## config.mk

```make
export PLATFORM = sky130hd
export DESIGN_NAME = cg_tx_encoder
export DESIGN_NICKNAME = d
export VERILOG_FILES = /design/src/rtl/cg_enc_pkg.sv /design/src/rtl/cg_seq_fsm.sv /design/src/rtl/cg_sym_mux.sv /design/src/rtl/cg_out_stage.sv /design/src/rtl/cg_tx_encoder.sv
export SDC_FILE = /design/constraint.sdc
export NUM_CORES = 1
export LEC_CHECK = 0
export BUFFER_PORTS_ARGS = -buffer_cell sky130_fd_sc_hd__buf_2
export CAP_MARGIN = 20
export CORE_AREA = 2 2 39 41
export DETAILED_ROUTE_END_ITERATION = 7
export DIE_AREA = 0 0 41 43
export GPL_ROUTABILITY_DRIVEN = 0
export MAX_ROUTING_LAYER = met4
export PLACE_DENSITY = 0.62
export RECOVER_POWER = 50
export SLEW_MARGIN = 20
export SYNTH_ARGS = -nofsm -noshare
export SYNTH_HDL_FRONTEND = slang
export SYNTH_SLANG_ARGS = --single-unit
export TNS_END_PERCENT = 100
```

## constraint.sdc

```tcl
create_clock -name clk -period 1.2 [get_ports clk]
set_input_delay 0.12 -clock clk [delete_from_list [all_inputs] [get_ports clk]]
set_output_delay 0.12 -clock clk [all_outputs]
set_load 0.02 [all_outputs]
```

## src/rtl/cg_enc_pkg.sv

```systemverilog
package cg_enc_pkg;

  localparam logic [4:0] CG_IDLE = 5'b11111;
  localparam logic [4:0] CG_J    = 5'b11000;
  localparam logic [4:0] CG_K    = 5'b10001;
  localparam logic [4:0] CG_T    = 5'b01101;
  localparam logic [4:0] CG_R    = 5'b00111;
  localparam logic [4:0] CG_H    = 5'b00100;

  // state names what was emitted on the most recent edge
  typedef enum logic [2:0] {
    ST_IDLE  = 3'd0,
    ST_J     = 3'd1,
    ST_K     = 3'd2,
    ST_DATA  = 3'd3,
    ST_T     = 3'd4,
    ST_R     = 3'd5
  } enc_st_t;

  function automatic logic [4:0] map_nib(input logic [3:0] n);
    logic [4:0] c;
    case (n)
      4'h0: c = 5'b11110;
      4'h1: c = 5'b01001;
      4'h2: c = 5'b10100;
      4'h3: c = 5'b10101;
      4'h4: c = 5'b01010;
      4'h5: c = 5'b01011;
      4'h6: c = 5'b01110;
      4'h7: c = 5'b01111;
      4'h8: c = 5'b10010;
      4'h9: c = 5'b10011;
      4'hA: c = 5'b10110;
      4'hB: c = 5'b10111;
      4'hC: c = 5'b11010;
      4'hD: c = 5'b11011;
      4'hE: c = 5'b11100;
      default: c = 5'b11101;
    endcase
    return c;
  endfunction

endpackage

```

## src/rtl/cg_seq_fsm.sv

```systemverilog
module cg_seq_fsm
  import cg_enc_pkg::*;
(
  input  logic    clk,
  input  logic    rst,
  input  logic    tx_en,
  output enc_st_t st_q,
  output enc_st_t st_nxt
);

  always_comb begin
    st_nxt = st_q;
    case (st_q)
      ST_IDLE: st_nxt = tx_en ? ST_J : ST_IDLE;
      ST_J:    st_nxt = ST_K;
      ST_K,
      ST_DATA: st_nxt = tx_en ? ST_DATA : ST_T;
      ST_T:    st_nxt = ST_R;
      ST_R:    st_nxt = tx_en ? ST_J : ST_IDLE;
      default: st_nxt = ST_IDLE;
    endcase
  end

  always_ff @(posedge clk) begin
    if (rst) st_q <= ST_IDLE;
    else     st_q <= st_nxt;
  end

endmodule

```

## src/rtl/cg_sym_mux.sv

```systemverilog
module cg_sym_mux
  import cg_enc_pkg::*;
#(
  parameter int NIB_W  = 4,
  parameter bit ERR_EN = 1'b1,
  localparam int SYM_W = NIB_W + 1
) (
  input  enc_st_t          st_nxt,
  input  logic [NIB_W-1:0] nib,
  input  logic             err,
  output logic [SYM_W-1:0] sym_d
);

  logic err_hit;

  generate
    if (ERR_EN) begin : g_err
      assign err_hit = err;
    end else begin : g_noerr
      logic unused_err;
      assign unused_err = err;
      assign err_hit    = 1'b0;
    end
  endgenerate

  always_comb begin
    case (st_nxt)
      ST_J:    sym_d = CG_J;
      ST_K:    sym_d = CG_K;
      ST_DATA: sym_d = err_hit ? CG_H : map_nib(nib);
      ST_T:    sym_d = CG_T;
      ST_R:    sym_d = CG_R;
      default: sym_d = CG_IDLE;
    endcase
  end

endmodule

```

## src/rtl/cg_out_stage.sv

```systemverilog
module cg_out_stage
  import cg_enc_pkg::*;
#(
  parameter int SYM_W = 5
) (
  input  logic             clk,
  input  logic             rst,
  input  logic [SYM_W-1:0] sym_d,
  output logic [SYM_W-1:0] sym_q,
  output logic             vld_q
);

  always_ff @(posedge clk) begin
    if (rst) begin
      sym_q <= CG_IDLE;
      vld_q <= 1'b0;
    end else begin
      sym_q <= sym_d;
      vld_q <= 1'b1;
    end
  end

endmodule

```

## src/rtl/cg_tx_encoder.sv

```systemverilog
module cg_tx_encoder
  import cg_enc_pkg::*;
#(
  parameter int NIB_W  = 4,
  parameter bit ERR_EN = 1'b1,
  localparam int SYM_W = NIB_W + 1
) (
  input  logic             clk,
  input  logic             rst,
  input  logic             tx_en,
  input  logic             tx_er,
  input  logic [NIB_W-1:0] tx_nib,
  output logic [SYM_W-1:0] sym,
  output logic             sym_vld
);

  enc_st_t          st_q;
  enc_st_t          st_nxt;
  logic [SYM_W-1:0] sym_d;
  logic             body_w;   // frame body: next edge may carry data

  cg_seq_fsm u_fsm (
    .clk    (clk),
    .rst    (rst),
    .tx_en  (tx_en),
    .st_q   (st_q),
    .st_nxt (st_nxt)
  );

  cg_sym_mux #(.NIB_W(NIB_W), .ERR_EN(ERR_EN)) u_mux (
    .st_nxt (st_nxt),
    .nib    (tx_nib),
    .err    (tx_er),
    .sym_d  (sym_d)
  );

  cg_out_stage #(.SYM_W(SYM_W)) u_out (
    .clk   (clk),
    .rst   (rst),
    .sym_d (sym_d),
    .sym_q (sym),
    .vld_q (sym_vld)
  );

  assign body_w = (st_q == ST_K) || (st_q == ST_DATA);

endmodule


```

==> results.cfg, run 1 <==
[status]
outcome = finished clean

[clocking]
clock_latency_ns = 0.26
numClockSinks = 9
tritoncts = built
cts-htree-levels = 1
root_buffer = sky130_fd_sc_hd__clkbuf_4
clock_path_buffers = 2
cts-buffers-inserted = 3
path_clk_slew_ns = 0.06

[sta]
final_count_of_hold_timing_violations = 0
slew_headroom_pct = 77.59
fin_skew_ns = 0.003321
final.min_clock_period_ns = 1.150
grt_setup_unrepaired = false
max_slew.worst_pin.slew_ns = 0.3309
final_max_slew_viol_count = 0
fmax_mhz = 869.8
post-route-period-util_pct = 95.81
setup_viol = 0

[placed_design]
portBuffers = 13
detailed_place_hpwl_um = 754.5

[run]
max-cap-violations = 0

[route]
dr_total_vias = 441
wire_per_inst_um = 11.21
initial_drt_markers = 6
wl_um = 975
routed_via_density = 5.069
drc = 0
drtAntennaViolNets = 0
firstDrtPassIters = 4

[finish]
n_antenna_cell = 0
final_util_pct = 40.51
area_of_the_multi_input_gates_um2 = 215.2
layout.area.seq_um2 = 181.4
layout.filler_cells = 162
layout-area-overhead-vs-synth_pct = 31.38
final_layout_size_suffix_gt1_share_pct = 23.94
nets = 80

[synth]
synth.area.top_cells = sky130_fd_sc_hd__dfxtp_1 (42%), sky130_fd_sc_hd__a21oi_1 (5.9%), sky130_fd_sc_hd__nor2_1 (4.4%), sky130_fd_sc_hd__nand3_1 (3.5%), sky130_fd_sc_hd__o211ai_1 (3.5%)
netlist.top_cell.by_area = sky130_fd_sc_hd__dfxtp_1
post_syn_area_per_cell_um2 = 8.533
post-synth-top-count-cell = sky130_fd_sc_hd__dfxtp_1
synth_seq_area_share_pct = 42.23
syn-num-nets = 58
yosys_register_bits = 9
synth_common_cells = sky130_fd_sc_hd__dfxtp_1 (9), sky130_fd_sc_hd__a21oi_1 (5), sky130_fd_sc_hd__nor2_1 (5), sky130_fd_sc_hd__nand3_1 (3)
synth_edf_count = 0
synth_flop_cell = sky130_fd_sc_hd__dfxtp_1
yosys_warnings = 0
ys_async_sr_fraction_pct = 0
post_synth_inst_count = 50
ys_types = 27
synthesis.area_um2 = 426.7
yosysTopAreaCellShare_pct = 42.23

[setup_path]
critPathKind = reg2reg
worstSetupEndpointType = register
crit_fanout = 3
cp.arrival_ns = 1.30
start_kind = register
required_ns = 1.35

[global_routing]
first_global_vias = 403
largest_net_degree_at_the_start_of_global_routing = 9
antenna_found_initial = 0
gr-usage-all-layers_pct = 15.30
first_pass_grt_wire_length_um = 1662
gr-total-overflow = 0

[pwr]
worst_ir_drop_vdd_mv = 0.5059
total_leakage_power_nw = 0.2322
total_power_w = 0.0006934
pwr_per_cell_area_mw_per_mm2 = 1237

[floorplanning]
die_h_um = 43
initial_standard_cell_utilization_of_the_core_pct = 30.83
fp.dieW_um = 41
die_area_mm2 = 0.001763
core-area_mm2 = 0.001384
floorplan.io_pins = 14
rows = 14

[min_path]
hold_path_class = in2reg
[layout make-up]
class,instances,share of cell area [%]
Multi-Input combinational cell,36,38.39
Sequential cell,9,32.37
Timing Repair Buffer,19,18.08
Clock buffer,4,4.687
Tap cell,16,3.571
Inverter,3,2.902
[critical path, cell delays in order (launching register included)]
cell                      delay (ns)
sky130_fd_sc_hd__dfxtp_2        0.37
sky130_fd_sc_hd__inv_6          0.03
sky130_fd_sc_hd__or3_1          0.32
sky130_fd_sc_hd__a221o_1        0.32
[per-layer routing]
layer | up-vias | track usage, % | part of all wire, %
met5 | - | - | 0
met2 | 17 | 19.69 | 45
met1 | 194 | 16.93 | 44
met3 | 5 | 6.283 | 6.6
li1 | 225 | - | -
met4 | 0 | 14.00 | 4.0
[cells in the final DEF, fill, tap and decap left out, types with 2 or more instances in the layout]
cell and n:
sky130_fd_sc_hd__o211ai_1 2, sky130_fd_sc_hd__nand2_1 2, sky130_fd_sc_hd__nand3_1 3, sky130_fd_sc_hd__inv_1 2, sky130_fd_sc_hd__dfxtp_1 8, sky130_fd_sc_hd__o21ai_0 2
sky130_fd_sc_hd__buf_2 6, sky130_fd_sc_hd__nor2_1 5, sky130_fd_sc_hd__buf_4 6, sky130_fd_sc_hd__a21oi_1 5, sky130_fd_sc_hd__clkbuf_4 3, sky130_fd_sc_hd__nand2b_1 2
sky130_fd_sc_hd__clkbuf_1 8
[final timing paths]
| path | start | endpoint | slack [ns] | depth (start not counted) |
|---|---|---|---|---|
| worst max-delay path | u_fsm.st_q[2] | u_out.sym_q[4] | 0.05 | 3 |
| worst min-delay path | tx_en | u_out.sym_q[0] | 0.11 | 2 |
| worst max register to register | u_fsm.st_q[2] | u_out.sym_q[4] | 0.05 | 3 |
| worst min register to register | u_fsm.st_q[0] | u_fsm.st_q[2] | 0.55 | 2 |
[registers in the layout, summed over array words and instances (netlist names)]
register and flops:
u_out.vld_q 1, u_out.sym_q 5, u_fsm.st_q 3
[timing repair]
action	CTS	global route
resized for setup	1	0
hold buffers	0	0
setup buffers	0	0
setup endpoints to repair	1	0
[cell families (layout without fill, tap and decap cells)]
kind of cell | count (synthesis) | in the layout | synth area share [%]
xor gates and xnor gates | 2 | 2 | 4.106
AOI/OAI and AO/OA | 16 | 16 | 24.63
and+or+nand+nor | 18 | 18 | 21.70
buffers and inverters | 5 | 26 | 7.331
DFF | 9 | 9 | 42.23
[report_power, final]
part           switching [W]  leakage [nW]  internal (W)
Sequential        0.00000807        0.0751      0.000321
Clock               0.000102        0.0150      0.000128
Combinational      0.0000800         0.142     0.0000548
[through the flow]
stage                TNS, ns  hold slack, ns  instance area, um^2  cells  setup slack (ns)
finish                     0          0.1076                560.5     87           0.05028
global route               0          0.1203                560.5     87           0.01058
CTS                        0         0.09624                569.3     87           0.04506
detailed placement         0          0.3785                541.8     83        0.00009071
global placement           0          0.3771                541.8     83           0.03431
floorplan           -0.01069          0.1891                426.7     50          -0.01069
No activity file was read; power rests on OpenSTA's default activity.
==> inputs of run 2 (changes only) <==
REMOVE_ABC_BUFFERS = 1   (was not set)
==> run 2 against run 1 <==
Non-clock buffer count stayed put. Combinational power about the same. Clock power up 2%. Critical path depth is the same. Core utilization did not move. Sequential share of layout area unchanged. Worst hold slack gained 0.0059 ns. Die area unchanged. Register-to-register slack is essentially flat. Critical endpoint unchanged. Largest cell class unchanged.
==> results.cfg, run 2 (synthesis results as in run 1) <==
[finish]
area_of_the_multi_input_gates_um2 = 215.2
layout.cells.most_common_list = sky130_fd_sc_hd__clkbuf_1 (8), sky130_fd_sc_hd__dfxtp_1 (8), sky130_fd_sc_hd__buf_2 (6), sky130_fd_sc_hd__buf_4 (6)
largest_register_ff_count = 5
nets = 80
final_util_pct = 40.51
layout-area-overhead-vs-synth_pct = 31.38
final_layout_size_suffix_gt1_share_pct = 23.94
largest-register = u_out.sym_q
layout.area.seq_um2 = 181.4
largest_registers = u_out.sym_q x5, u_fsm.st_q x3, u_out.vld_q x1
n_antenna_cell = 0
finish.cell_count_without_fillers = 87
layout.filler_cells = 148

[sta]
slew_headroom_pct = 80.55
setup_viol = 0
fmax_mhz = 867.3
final_max_slew_viol_count = 0
final.setup.tns_ns = 0
max_slew.worst_pin.slew_ns = 0.2872
post-route-period-util_pct = 96.08
holdWs_ns = 0.1134
grt_setup_unrepaired = false
final.min_clock_period_ns = 1.153
final_count_of_hold_timing_violations = 0
fin_skew_ns = 0.0009002

[clocking]
cts-htree-levels = 1
cts-hold-fix-buffers = 0
clock_path_buffers = 2
numClockSinks = 9
cts-buffers-inserted = 3
root_buffer = sky130_fd_sc_hd__clkbuf_4
cts.repair_timing.setup_buffer_count = 0
clock_latency_ns = 0.26
path_clk_slew_ns = 0.06
tritoncts = built

[pwr]
pwr_per_cell_area_mw_per_mm2 = 1246
worst_ir_drop_vdd_mv = 0.3495
p_clk_share_pct = 33.5
total_leakage_power_nw = 0.2322
internal_power_w = 0.0005037
power.share.sequential_pct = 47.3
power.share.combinational_pct = 19.2
switching_pwr_w = 0.0001945
total_power_w = 0.0006982
netSwitchingFraction_pct = 27.86

[status]
outcome = finished clean

[global_routing]
gr-total-overflow = 0
antenna_found_initial = 0
largest_net_degree_at_the_start_of_global_routing = 9
first_pass_grt_wire_length_um = 1545
gr-usage-all-layers_pct = 13.66
first_global_vias = 336

[min_path]
min_delay_worst_endpoint = u_out.sym_q[0]
worstHoldPathCells = 2
min-delay-start = tx_en
hold_path_class = in2reg

[route]
routed_via_density = 4.977
drtAntennaViolNets = 0
wire_per_inst_um = 11.06
drc = 0
wl_um = 962
dr_total_vias = 433
initial_drt_markers = 5
firstDrtPassIters = 4

[setup_path]
timing.rr.end = u_out.sym_q[4]
r2r_setup_slk_ns = 0.05
cp.arrival_ns = 1.30
cpMaxStageDelayCell = sky130_fd_sc_hd__dfxtp_2
critical-path-max-stage-delay_ns = 0.37
worstSetupEndpointType = register
start_kind = register
reg2reg_from = u_fsm.st_q[2]
crit_fanout = 3
cp_top_family = flip-flops
worstPathCellList = inv_6 > or3_1 > a221o_1
worstPathBufferInverterCount = 1
required_ns = 1.35
r2r.worst_path.cells = 3
critPathKind = reg2reg

[placed_design]
portBuffers = 13
cell_count_after_placement = 83
detailed_place_hpwl_um = 738.7

[floorplanning]
die_h_um = 43
floorplan.io_pins = 14
initial_standard_cell_utilization_of_the_core_pct = 30.83
fp.dieW_um = 41
core-area_mm2 = 0.001384
rows = 14
die_area_mm2 = 0.001763

[run]
max-cap-violations = 0
==> run 2: cell counts in the layout (fill, tap and decap cells not counted) <==
No cell type changed its count.
==> run 2: metrics by stage <==
| step | setup slack (ns) | area (um^2) |
|---|---|---|
| 2_1_floorplan | -0.1034 | 411.6 |
| 4_1_cts | 0.006888 | 568.0 |
| 5_1_grt | 0.004733 | 560.5 |
| 3_3_place_gp | 0.03492 | 541.8 |
| 6_report | 0.04703 | 560.5 |
| 3_5_place_dp | 0.009650 | 541.8 |
==> run 2: timing repair <==
action | 4_1_cts | 5_1_grt
hold endpoints to repair | 0 | 0
endpoints found under the setup margin | 0 | 1
resized for setup | 0 | 1
==> run 2: worst max path at each step <==
stage               depth (start not counted)          start  slack, ns             end
CTS                                         3  u_fsm.st_q[2]      0.007  u_out.sym_q[4]
detailed placement                          3  u_fsm.st_q[2]       0.01  u_out.sym_q[4]
finish                                      3  u_fsm.st_q[2]       0.05  u_out.sym_q[4]
floorplan                                   3  u_fsm.st_q[2]      -0.10  u_out.sym_q[4]
global route                                2  u_fsm.st_q[1]      0.005  u_out.sym_q[4]
global placement                            3  u_fsm.st_q[2]       0.03  u_out.sym_q[4]
==> run 2: power by group through the flow <==
stage,Sequential (W),Clock (W),Combinational [W]
finish,0.000330,0.000234,0.000134
global route,0.000333,0.000255,0.000148
CTS,0.000329,0.000250,0.000139
detailed placement,0.000337,0,0.000138
global placement,0.000336,0,0.000137
floorplan,0.000363,0,0.0000468
==> run 2: final cells by class <==
| type | instances | share of cell area, % |
|---|---|---|
| Tap cell | 16 | 3.571 |
| Multi-Input combinational cell | 36 | 38.39 |
| Clock buffer | 4 | 4.687 |
| Sequential cell | 9 | 32.37 |
| Inverter | 3 | 2.902 |
| Timing Repair Buffer | 19 | 18.08 |
==> run 2: metal layers <==
metal  part of all wire (%)  GRT usage (%)  up-vias
met3                    5.9          1.571        2
met5                      0              -        -
met2                     46          15.94       19
li1                       -              -      224
met4                    1.5          12.00        0
met1                     46          19.49      188
==> run 2: worst register-to-register path, stage by stage, from the launching register on <==
cell	delay (ns)
sky130_fd_sc_hd__dfxtp_2	0.37
sky130_fd_sc_hd__inv_6	0.03
sky130_fd_sc_hd__or3_1	0.33
sky130_fd_sc_hd__a221o_1	0.31
